==> src/rtl/sdg_pkg.sv <==
package sdg_pkg;

    localparam int CHAN_MAX = 16;
    localparam int CNT_W    = $clog2(CHAN_MAX + 1);
    localparam int IDX_W    = (CHAN_MAX > 1) ? $clog2(CHAN_MAX) : 1;
    localparam int DLY_W    = 16;

    // Captured acquisition configuration
    typedef struct packed {
        logic [CNT_W-1:0] nchan;
        logic [DLY_W-1:0] delay;
    } gate_cfg_t;

    // Position inside a chunk: channel within scan, scan within chunk
    typedef struct packed {
        logic [IDX_W-1:0] chan;
        logic [DLY_W-1:0] scan;
    } gate_pos_t;

    localparam gate_cfg_t CFG_RESET = '{nchan: CNT_W'(1), delay: '0};

    function automatic logic [CNT_W-1:0] clamp_chan(input logic [CNT_W-1:0] raw);
        if (raw == '0)
            return CNT_W'(1);
        if (raw > CNT_W'(CHAN_MAX))
            return CNT_W'(CHAN_MAX);
        return raw;
    endfunction

endpackage

==> src/rtl/sdg_cfg_latch.sv <==
module sdg_cfg_latch
    import sdg_pkg::*;
(
    input  logic             clk,
    input  logic             rst,
    input  logic             start,
    input  logic [CNT_W-1:0] raw_nchan,
    input  logic [DLY_W-1:0] raw_delay,
    output gate_cfg_t        cfg
);

    always_ff @(posedge clk) begin
        if (rst) begin
            cfg <= CFG_RESET;
        end else if (start) begin
            cfg.nchan <= clamp_chan(raw_nchan);
            cfg.delay <= raw_delay;
        end
    end

endmodule

==> src/rtl/sdg_pos_track.sv <==
module sdg_pos_track
    import sdg_pkg::*;
(
    input  logic      clk,
    input  logic      rst,
    input  logic      start,
    input  logic      advance,
    input  gate_cfg_t cfg,
    output gate_pos_t pos,
    output logic      keep,
    output logic      last
);

    logic scan_wrap;

    // Only the first scan slot of a chunk is forwarded
    assign keep      = (pos.scan == '0);
    assign last      = (CNT_W'(pos.chan) == (cfg.nchan - CNT_W'(1)));
    assign scan_wrap = (pos.scan == cfg.delay);

    always_ff @(posedge clk) begin
        if (rst || start) begin
            pos <= '0;
        end else if (advance) begin
            if (last) begin
                pos.chan <= '0;
                pos.scan <= scan_wrap ? '0 : pos.scan + DLY_W'(1);
            end else begin
                pos.chan <= pos.chan + IDX_W'(1);
            end
        end
    end

endmodule

==> src/rtl/sdg_handshake.sv <==
module sdg_handshake (
    input  logic start,
    input  logic keep,
    input  logic last,
    input  logic in_valid,
    input  logic out_ready,
    output logic in_ready,
    output logic out_valid,
    output logic advance,
    output logic scan_done
);

    // Forwarded samples follow the sink; discarded ones are always taken
    assign in_ready  = !start && (keep ? out_ready : 1'b1);
    assign out_valid = in_valid && keep && !start;
    assign advance   = in_valid && in_ready;
    assign scan_done = advance && keep && last;

endmodule

==> src/rtl/scan_decim_gate.sv <==
module scan_decim_gate
    import sdg_pkg::*;
#(
    parameter int DATA_W = 16
) (
    input  logic              clk,
    input  logic              rst,
    input  logic              start,
    input  logic [CNT_W-1:0]  cfg_chan_cnt,
    input  logic [DLY_W-1:0]  cfg_delay,
    input  logic              in_valid,
    input  logic [DATA_W-1:0] in_data,
    output logic              in_ready,
    output logic              out_valid,
    output logic [DATA_W-1:0] out_data,
    input  logic              out_ready,
    output logic              scan_done
);

    gate_cfg_t cfg_q;
    gate_pos_t pos_q;
    logic      keep_w;
    logic      last_w;
    logic      adv_w;

    sdg_cfg_latch u_cfg (
        .clk       (clk),
        .rst       (rst),
        .start     (start),
        .raw_nchan (cfg_chan_cnt),
        .raw_delay (cfg_delay),
        .cfg       (cfg_q)
    );

    sdg_pos_track u_pos (
        .clk     (clk),
        .rst     (rst),
        .start   (start),
        .advance (adv_w),
        .cfg     (cfg_q),
        .pos     (pos_q),
        .keep    (keep_w),
        .last    (last_w)
    );

    sdg_handshake u_hs (
        .start     (start),
        .keep      (keep_w),
        .last      (last_w),
        .in_valid  (in_valid),
        .out_ready (out_ready),
        .in_ready  (in_ready),
        .out_valid (out_valid),
        .advance   (adv_w),
        .scan_done (scan_done)
    );

    assign out_data = in_data;

endmodule

==> config.mk <==
export PLATFORM = sky130hd
export DESIGN_NAME = scan_decim_gate
export DESIGN_NICKNAME = d
export VERILOG_FILES = /design/src/rtl/sdg_pkg.sv /design/src/rtl/sdg_cfg_latch.sv /design/src/rtl/sdg_pos_track.sv /design/src/rtl/sdg_handshake.sv /design/src/rtl/scan_decim_gate.sv
export SDC_FILE = /design/constraint.sdc
export NUM_CORES = 1
export LEC_CHECK = 0
export ABC_AREA = 1
export BUFFER_PORTS_ARGS = -buffer_cell sky130_fd_sc_hd__buf_2
export CORE_MARGIN = 5
export CORE_UTILIZATION = 51
export CTS_BUF_LIST = sky130_fd_sc_hd__clkbuf_8
export CTS_CLUSTER_SIZE = 10
export DETAILED_ROUTE_END_ITERATION = 6
export GPL_ROUTABILITY_DRIVEN = 1
export PLACE_DENSITY = 0.86
export SYNTH_ARGS = -nofsm -noshare
export SYNTH_HDL_FRONTEND = slang
export SYNTH_HIERARCHICAL = 1
export SYNTH_SLANG_ARGS = --single-unit
==> constraint.sdc <==
create_clock -name clk -period 2.2 [get_ports clk]
set_clock_uncertainty 0.05 [all_clocks]
set_input_delay 0.66 -clock clk [delete_from_list [all_inputs] [get_ports clk]]
set_output_delay 0.66 -clock clk [all_outputs]
set_load 0.02 [all_outputs]
==> metrics, run 1 <==
reg2reg start u_cfg/cfg[16]$_SDFFE_PP1P_; Setup Viol. Count Final 13; detailed-route via count 2901; dpl cells 526; # fillers 457; DR vias/cell 5.23; flop-to-flop setup slack -0.21 ns; violated checks design-rule violations, negative setup slack; CP Class register to output pin; initial antenna violation count 0; WL/cell 13.5 um; area of the core 5110 um2; GPL Wtd Cong 0.922; Synth top cells by count nand2_1, inv_1, dfxtp_1, nor2_1, nand3_1; area fraction of the dominant cell type after synthesis 30.4%; RSZ-0062 raised after global routing true; Post-Syn Area 2700 um2; status finished with violations; row count 26; Worst R2R Path Depth 19; Synthesis Warnings 6; CP endpoint scan_done; reg2reg end u_pos/pos[9]$_SDFFE_PP0P_; Clk pin slew, worst setup/hold paths 0.07 ns; Synth-to-Final Area Change 22.4%; Max rail drop VDD 318 uV; CTS Sinks 41; first-pass GRT wire length 11.9 mm; highest clock rate 407 MHz; Max Root-Sink Buffers 2; Pleak 1.54 nW; Post-synth ARST share 0%; Total GRT Usage 22.6%; Worst EP arrival 1.75 ns; power after layout 1.60 mW; Final Hold Viols 0; Worst-Skew Late Latency 0.30 ns; Die ar. 6840 um2; Port Buffer Count 28; Num CTS Buffers 5; Synth cell types 29; top cells by area, synth dfxtp_1, nand2_1, inv_1; Tcrit/Tclk final 112%; fin nets 531; vias in the first global route 2727; post-detail-place hpwl 4.85 mm; n_diodes 0; crit path time final 2.46 ns; Top Ports 61; Critical Path RT 1.49 ns; ys flop type dfxtp_1; setup ws final -0.258 ns; Syn Inst Count 434; PwrDens 486 nW/um2; DRT Pass-1 Iters 7; Rel. slew slack 41.9%; Fin Hold WS 0.424 ns; Iteration-0 DRC Markers 231; critical-path maximum fanout 3; Routed Antenna Nets 0; CTS Root Cell clkbuf_8; Die X 82.7 um; Initial Utilization 52.8%; Tightest Pin Transition 0.868 ns; FF+latch count, synth 41; Die Ht 82.7 um; CTS H-tree depth 2; CP startpoint kind register; syn_nets 480; fraction of layout cells with a size suffix above 1 30.1%; DRC Markers 1; crit end category output pin; number of flops mapped to enable cells by yosys 0; largest net degree at the start of global routing 22; Total Wirelength 7.50 mm; final setup TNS -2.36 ns; CTS tree done; max cap viols 0; synthesized area per cell 6.21 um2; Final Core Density 64.6%; Setup crit start u_cfg/cfg[16]$_SDFFE_PP1P_; fin. max-slew vios 0; Hold Path Class register to register; Synth area leader dfxtp_1; leading cell type by number of instances after synthesis nand2_1; GRT Residual Overflow 0; Non-Filler Instances 555; post-synthesis sequential area ratio 30.4%
## routing by layer
layer / routed length [um] / up-vias / global-route usage (%) / part of all wire, %
li1: - / 1431 / - / -
met1: 2980 / 1295 / 24.5 / 40
met2: 3760 / 150 / 41.7 / 50
met3: 592 / 25 / 6.07 / 7.9
met4: 164 / 0 / 8.17 / 2.2
met5: 0 / - / 0 / 0
## worst max-delay path, stage by stage, from the launching register on
cell and delay, ns:
dfxtp_2 0.34, inv_2 0.05, ha_4 0.26, inv_1 0.03
nand2_1 0.05, nand2_1 0.05, nor2_2 0.13, nand3_2 0.11
nor2_4 0.13, nand3_4 0.09, nor2_4 0.09, buf_6 0.12
## placed cells by master, fill, tap and decap left out, types with 3 or more instances in the layout
master / count
nand3_2: 4
a21oi_2: 7
buf_4: 36
nor3_1: 3
buf_2: 25
nand2_1: 149
nand2_2: 7
clkbuf_8: 6
buf_6: 7
nor2_4: 5
nand3_4: 3
nor2_2: 5
nand3_1: 33
nor2_1: 36
nand2_4: 4
nand4_1: 10
inv_2: 17
dfxtp_2: 12
xor2_1: 3
inv_1: 47
dfxtp_1: 29
a21oi_1: 20
## where the power goes
group          switching (mW)  leakage [nW]  internal, mW  total (mW)
Clock                   0.256        0.0485         0.245       0.501
Sequential             0.0175         0.340         0.763       0.781
Combinational           0.189          1.16         0.132       0.321
Total                   0.463          1.54          1.14        1.60
## area by class of cell
class	instances	area, um2	area share (%)
clock buffers	6	82.6	2.50
clock inverters	1	3.75	0.114
inverters	64	248	7.51
multi-input cells	305	1570	47.5
flip-flops and latches	41	836	25.3
well taps	70	87.6	2.65
repair buffers	68	474	14.4
## cell families (layout without fill, tap and decap cells)
logic type	count (synthesis)	in the layout	synth area share (%)
adders and majority gates	4	4	1.86
AOI/OAI and AO/OA	31	31	6.45
buffers and inverters	90	139	16.8
xor gates and xnor gates	5	5	1.62
and+or+nand+nor	263	265	42.8
DFF	41	41	30.4
## stage by stage
step | cell area [um2] | worst slack [ns]
floorplan | 2730 | -0.0475
global placement | 2900 | 0.0568
detailed placement | 2900 | -0.0112
CTS | 3180 | -0.259
global route | 3300 | -0.388
finish | 3300 | -0.258
## worst min-delay path by stage
stage / from / end / slack [ns] / depth (start not counted)
floorplan: u_cfg/cfg[12]$_SDFFE_PP0P_ / u_cfg/cfg[12]$_SDFFE_PP0P_ / 0.40 / 2
global placement: u_cfg/cfg[12]$_SDFFE_PP0P_ / u_cfg/cfg[12]$_SDFFE_PP0P_ / 0.41 / 2
detailed placement: u_cfg/cfg[12]$_SDFFE_PP0P_ / u_cfg/cfg[12]$_SDFFE_PP0P_ / 0.41 / 2
CTS: u_cfg/cfg[12]$_SDFFE_PP0P_ / u_cfg/cfg[12]$_SDFFE_PP0P_ / 0.42 / 2
global route: u_cfg/cfg[11]$_SDFFE_PP0P_ / u_cfg/cfg[11]$_SDFFE_PP0P_ / 0.45 / 2
finish: u_cfg/cfg[12]$_SDFFE_PP0P_ / u_cfg/cfg[12]$_SDFFE_PP0P_ / 0.42 / 2
## flip-flops by register name, indices dropped and copies added (netlist names)
name / count
u_cfg/cfg: 21
u_pos/pos: 20
## what timing repair did
action                     4_1_cts  5_1_grt
setup endpoints to repair        8       21
hold buffers                     0        0
gates resized for setup         39       21
pin swaps                       11        9
gates cloned                     1        1
setup buffers                   15        6
Note: power is estimated with default switching activity, not from simulation.
==> inputs of run 2 (changes only) <==
--- a/config.mk
+++ b/config.mk
@@ -14,6 +14,7 @@
 export DETAILED_ROUTE_END_ITERATION = 6
 export GPL_ROUTABILITY_DRIVEN = 1
 export PLACE_DENSITY = 0.86
+export SETUP_SLACK_MARGIN = 0.3
 export SYNTH_ARGS = -nofsm -noshare
 export SYNTH_HDL_FRONTEND = slang
 export SYNTH_HIERARCHICAL = 1
==> run 2 against run 1 <==
  * The flow still finishes with violations (design-rule violations, negative setup slack)
  * Clock power is 21% higher
  * Sequential share of layout area shrank 0.059 points
  * Via count grew 4.0%
  * Critical path type unchanged
==> metrics, run 2 (same netlist as run 1, synthesis figures left out) <==
commonest non-fill, non-tap cell in the layout nand2_1; fin. max-slew vios 0; Initial Utilization 52.8%; Setup Viol. Count Final 15; Worst EP arrival 1.90 ns; CTS H-tree depth 2; critical-path cell list inv_1 -> nand4_1 -> nor4_4 -> buf_4 -> nand3_4 -> nor2_4 -> buf_6; Clk pin slew, worst setup/hold paths 0.08 ns; GRT Residual Overflow 0; Max stage delay on crit path 0.36 ns; Critical Path RT 1.49 ns; GPL Wtd Cong 0.926; Worst-Skew Late Latency 0.30 ns; fin nets 521; wire length on met3 699 um; Rel. slew slack 73.3%; detailed-route via count 3017; largest net degree at the start of global routing 22; violated checks design-rule violations, negative setup slack; final setup TNS -1.42 ns; Final Hold Viols 0; Die X 82.7 um; initial antenna violation count 0; area of the core 5110 um2; fraction of layout cells with a size suffix above 1 29.3%; # fillers 420; post-cts hold buffer count 0; CTS Root Cell clkbuf_8; Max rail drop VDD 297 uV; Biggest register u_cfg/cfg; wl on met1 3.03 mm; flop-to-flop setup slack -0.08 ns; CP Class register to output pin; Iteration-0 DRC Markers 381; setup ws final -0.406 ns; dpl cells 520; Tightest Pin Transition 0.399 ns; RSZ-0062 raised after global routing true; CP startpoint kind register; vias in the first global route 2819; Hold Path Class register to register; crit end category output pin; first-pass GRT wire length 12.9 mm; row count 26; Top Ports 61; footprint of the multi-input gates 1650 um2; Routed Antenna Nets 0; n_diodes 0; highest clock rate 384 MHz; DRT Pass-1 Iters 7; Synth-to-Final Area Change 23.6%; Port Buffer Count 28; PwrDens 520 nW/um2; Non-Filler Instances 545; Fin Hold WS 0.434 ns; Die ar. 6840 um2; DR vias/cell 5.54; Total GRT Usage 24.5%; post-detail-place hpwl 4.91 mm; Largest regs u_cfg/cfg (21), u_pos/pos (20); Top delay family on crit path simple AND/OR/NAND/NOR gates; WL/cell 15.6 um; CP Buf/Inv Count 3; status finished with violations; crit path time final 2.61 ns; critical-path maximum fanout 4; most frequent cells in the layout nand2_1, inv_1, nor2_1; Final Core Density 65.3%; max reg flops 21; CTS tree done; Pleak 1.51 nW; Total Wirelength 8.48 mm; Tcrit/Tclk final 118%; DRC Markers 1; Num CTS Buffers 5; dpl ws 0.0213 ns; Max Root-Sink Buffers 2; CP max-delay cell nor4_4; CTS Sinks 41; max cap viols 0; Die Ht 82.7 um; DR top layer met4; Register Area 842 um2; met2 WL post-DR 4.15 mm
==> run 2: cell count changes in the layout (fill, tap and decap cells not counted), sizes merged <==
cell	change
clkbuf	-1
bufinv	+1
clkinv	+1
inv	-1
buf	-10
==> run 2: metal layers <==
metal / vias to the layer above / GRT usage (%)
met5: - / 0
li1: 1408 / -
met1: 1369 / 27.4
met4: 0 / 13.2
met3: 62 / 5.31
met2: 178 / 42.9
==> run 2: per-stage QoR <==
step | power [mW] | instance area [um2]
after floorplan | 1.02 | 2780
after global placement | 1.05 | 2900
after detailed placement | 1.06 | 2900
after CTS | 1.67 | 3200
after global routing | 1.81 | 3330
final | 1.73 | 3330
==> run 2: layout make-up <==
type	count	area share, %
clock buffer	5	2.06
sequential	41	25.3
multi-input combinational	305	49.4
tap	70	2.63
timing repair buffer	58	12.0
clock inverter	2	1.05
inverter	64	7.58
==> run 2: power by group <==
group          switching (mW)  internal (mW)  total (mW)
Combinational           0.209          0.136       0.345
Sequential             0.0185          0.761       0.779
Clock                   0.277          0.330       0.608
==> run 2: final timing paths <==
kind / startpoint / cells after the start / to
max: u_pos/pos[11]$_SDFFE_PP0P_ / 7 / scan_done
min: u_cfg/cfg[15]$_SDFFE_PP0P_ / 2 / u_cfg/cfg[15]$_SDFFE_PP0P_
max reg2reg: u_pos/pos[11]$_SDFFE_PP0P_ / 13 / u_pos/pos[11]$_SDFFE_PP0P_
min reg2reg: u_cfg/cfg[15]$_SDFFE_PP0P_ / 2 / u_cfg/cfg[15]$_SDFFE_PP0P_
==> run 2: timing repair <==
action | CTS | global route
gates cloned | 4 | 0
gates resized for setup | 28 | 23
endpoints found under the hold margin | 0 | 0
setup endpoints to repair | 23 | 23
pin swaps | 16 | 15
setup buffers | 9 | 5
==> run 2: tightest hold or removal path, delay by kind of cell (launching register included) <==
family | cells | cell delay [ns]
and+or+nand+nor | 1 | 0.06
DFF | 1 | 0.33
AOI/OAI and AO/OA | 1 | 0.05
==> inputs of run 3 (changes only) <==
--- a/config.mk
+++ b/config.mk
@@ -8,12 +8,12 @@
 export ABC_AREA = 1
 export BUFFER_PORTS_ARGS = -buffer_cell sky130_fd_sc_hd__buf_2
 export CORE_MARGIN = 5
-export CORE_UTILIZATION = 51
+export CORE_UTILIZATION = 55
 export CTS_BUF_LIST = sky130_fd_sc_hd__clkbuf_8
 export CTS_CLUSTER_SIZE = 10
 export DETAILED_ROUTE_END_ITERATION = 6
 export GPL_ROUTABILITY_DRIVEN = 1
-export PLACE_DENSITY = 0.86
+export PLACE_DENSITY = 0.88
 export SETUP_SLACK_MARGIN = 0.3
 export SYNTH_ARGS = -nofsm -noshare
 export SYNTH_HDL_FRONTEND = slang
==> constraint.sdc (replaced) <==
create_clock -name clk -period 2.8 [get_ports clk]
set_clock_uncertainty 0.05 [all_clocks]
set_input_delay 0.42 -clock clk [delete_from_list [all_inputs] [get_ports clk]]
set_output_delay 0.42 -clock clk [all_outputs]
set_load 0.02 [all_outputs]
==> run 3 against run 2 <==
  * The run now ends clean
  * Clock-buffer cell count is the same
  * First-iteration DRC count shrank 46%
  * Flip-flop and latch count is the same
  * Wire length shrank 27%
  * Core utilization shrank 5.0 points
  * Critical path depth grew 1
  * Hold slack lost 0.12 ns
  * Cell count shrank 5.0%
  * Largest power group unchanged
==> metrics, run 3 (same netlist as run 1, synthesis figures left out) <==
Tcrit/Tclk final 83.1%; Worst Hold Launch cfg_delay[4]; commonest non-fill, non-tap cell in the layout nand2_1; Max Root-Sink Buffers 2; detailed-route via count 2644; initial antenna violation count 0; placed cell area 2730 um2; met2 WL post-DR 3.06 mm; Hold Path Class primary input to register; CP startpoint kind register; fin nets 496; post-cts hold buffer count 0; flop-to-flop setup slack 0.53 ns; Top Ports 61; first-pass GRT wire length 10.4 mm; WL/cell 12.0 um; DR vias/cell 5.10; final setup TNS 0 ns; crit path time final 2.33 ns; Initial Utilization 56.7%; reg2reg end u_pos/pos[0]$_SDFFE_PP0P_; Critical Path RT 2.33 ns; Num CTS Buffers 5; CTS Root Cell clkbuf_8; GRT Residual Overflow 0; wire length on met3 319 um; row count 25; Final Hold Viols 0; critical-path maximum fanout 7; DR top layer met4; CTS tree done; Die ar. 6400 um2; Iteration-0 DRC Markers 207; DRC Markers 0; Pleak 1.33 nW; Worst-Skew Late Latency 0.30 ns; Tightest Pin Transition 0.503 ns; crit end category output pin; Port Buffer Count 28; n_diodes 0; fin. max-slew vios 0; Setup Viol. Count Final 0; reg2reg start u_pos/pos[0]$_SDFFE_PP0P_; Setup crit start u_pos/pos[0]$_SDFFE_PP0P_; Worst EP arrival 1.86 ns; largest net degree at the start of global routing 23; CTS H-tree depth 2; CTS Sinks 41; highest clock rate 430 MHz; Rel. slew slack 66.3%; wl on met1 2.69 mm; Biggest register u_cfg/cfg; CP Class register to output pin; Largest regs u_cfg/cfg (21), u_pos/pos (20); DRT Pass-1 Iters 4; design area 2870 um2; WHS Path Cells 3; PwrDens 415 nW/um2; Die X 80.0 um; area of the core 4750 um2; Routed Antenna Nets 0; RSZ-0062 raised after global routing false; Max rail drop VDD 226 uV; status finished, final reports clean; Synth-to-Final Area Change 6.26%; Total GRT Usage 20.4%; most frequent cells in the layout nand2_1, inv_1, nor2_1, dfxtp_1, nand3_1; post-detail-place hpwl 4.48 mm; Worst R2R Path Depth 12; max reg flops 21; Clk pin slew, worst setup/hold paths 0.09 ns; worst hold endpoint u_cfg/cfg[4]$_SDFFE_PP0P_; vias in the first global route 2453; fraction of layout cells with a size suffix above 1 16.0%; Total Wirelength 6.23 mm; Die Ht 80.0 um; max cap viols 0; GPL Wtd Cong 0.937
run 3: changes by cell type in the layout (fill, tap and decap cells not counted), sizes merged:
cell      change
buf          -23
bufinv        -1
clkinv        +1
clkinvlp      +1
nand2         -1
nand3         -1
run 3: worst max path at each step:
stage	to	slack, ns	cells past startpoint
global route	scan_done	0.30	11
floorplan	scan_done	0.59	11
finish	scan_done	0.47	8
CTS	scan_done	0.32	11
detailed placement	u_pos/pos[15]$_SDFFE_PP0P_	0.38	12
global placement	u_pos/pos[0]$_SDFFE_PP0P_	0.51	12
run 3: critical path: stages (launching register included):
cell	delay, ns
dfxtp_1	0.38
inv_1	0.11
ha_1	0.19
nand3_1	0.10
nor4_2	0.37
nand2_1	0.11
nand2_2	0.09
nor2_1	0.05
buf_4	0.15
run 3: what timing repair did:
action / 4_1_cts / 5_1_grt
gates resized for setup: 0 / 4
pin swaps: 1 / 3
endpoints found under the setup margin: 1 / 13
setup buffers: 1 / 4
endpoints found under the hold margin: 0 / 0
run 3: per-layer routing:
| metal | vias to the layer above | global-route usage, % |
|---|---|---|
| met3 | 21 | 3.84 |
| met2 | 89 | 35.2 |
| met4 | 0 | 9.97 |
| met5 | - | 0 |
| li1 | 1358 | - |
| met1 | 1176 | 24.0 |
run 3: metrics by stage:
step / hold slack, ns / utilization, % / instances / setup WS [ns] / power (mW)
floorplan: 0.397 / - / 434 / 0.588 / 0.797
global placement: 0.414 / 57.4 / 505 / 0.505 / 0.799
detailed placement: 0.421 / 57.4 / 505 / 0.380 / 0.804
CTS: 0.302 / 59.4 / 514 / 0.324 / 1.20
global route: 0.314 / 60.3 / 518 / 0.300 / 1.25
finish: 0.311 / 60.3 / 518 / 0.472 / 1.19
run 3: power by group:
group	switching (mW)	internal (mW)	leakage (nW)	total, mW
Clock	0.217	0.172	0.0439	0.389
Combinational	0.116	0.0704	0.954	0.187
Sequential	0.0144	0.600	0.334	0.614
run 3: area by class of cell:
class	instances	area, um2
clock inverters	3	17.5
multi-input cells	303	1430
well taps	67	83.8
flip-flops and latches	41	823
clock buffers	5	68.8
fillers	462	1890
inverters	64	248
repair buffers	35	195
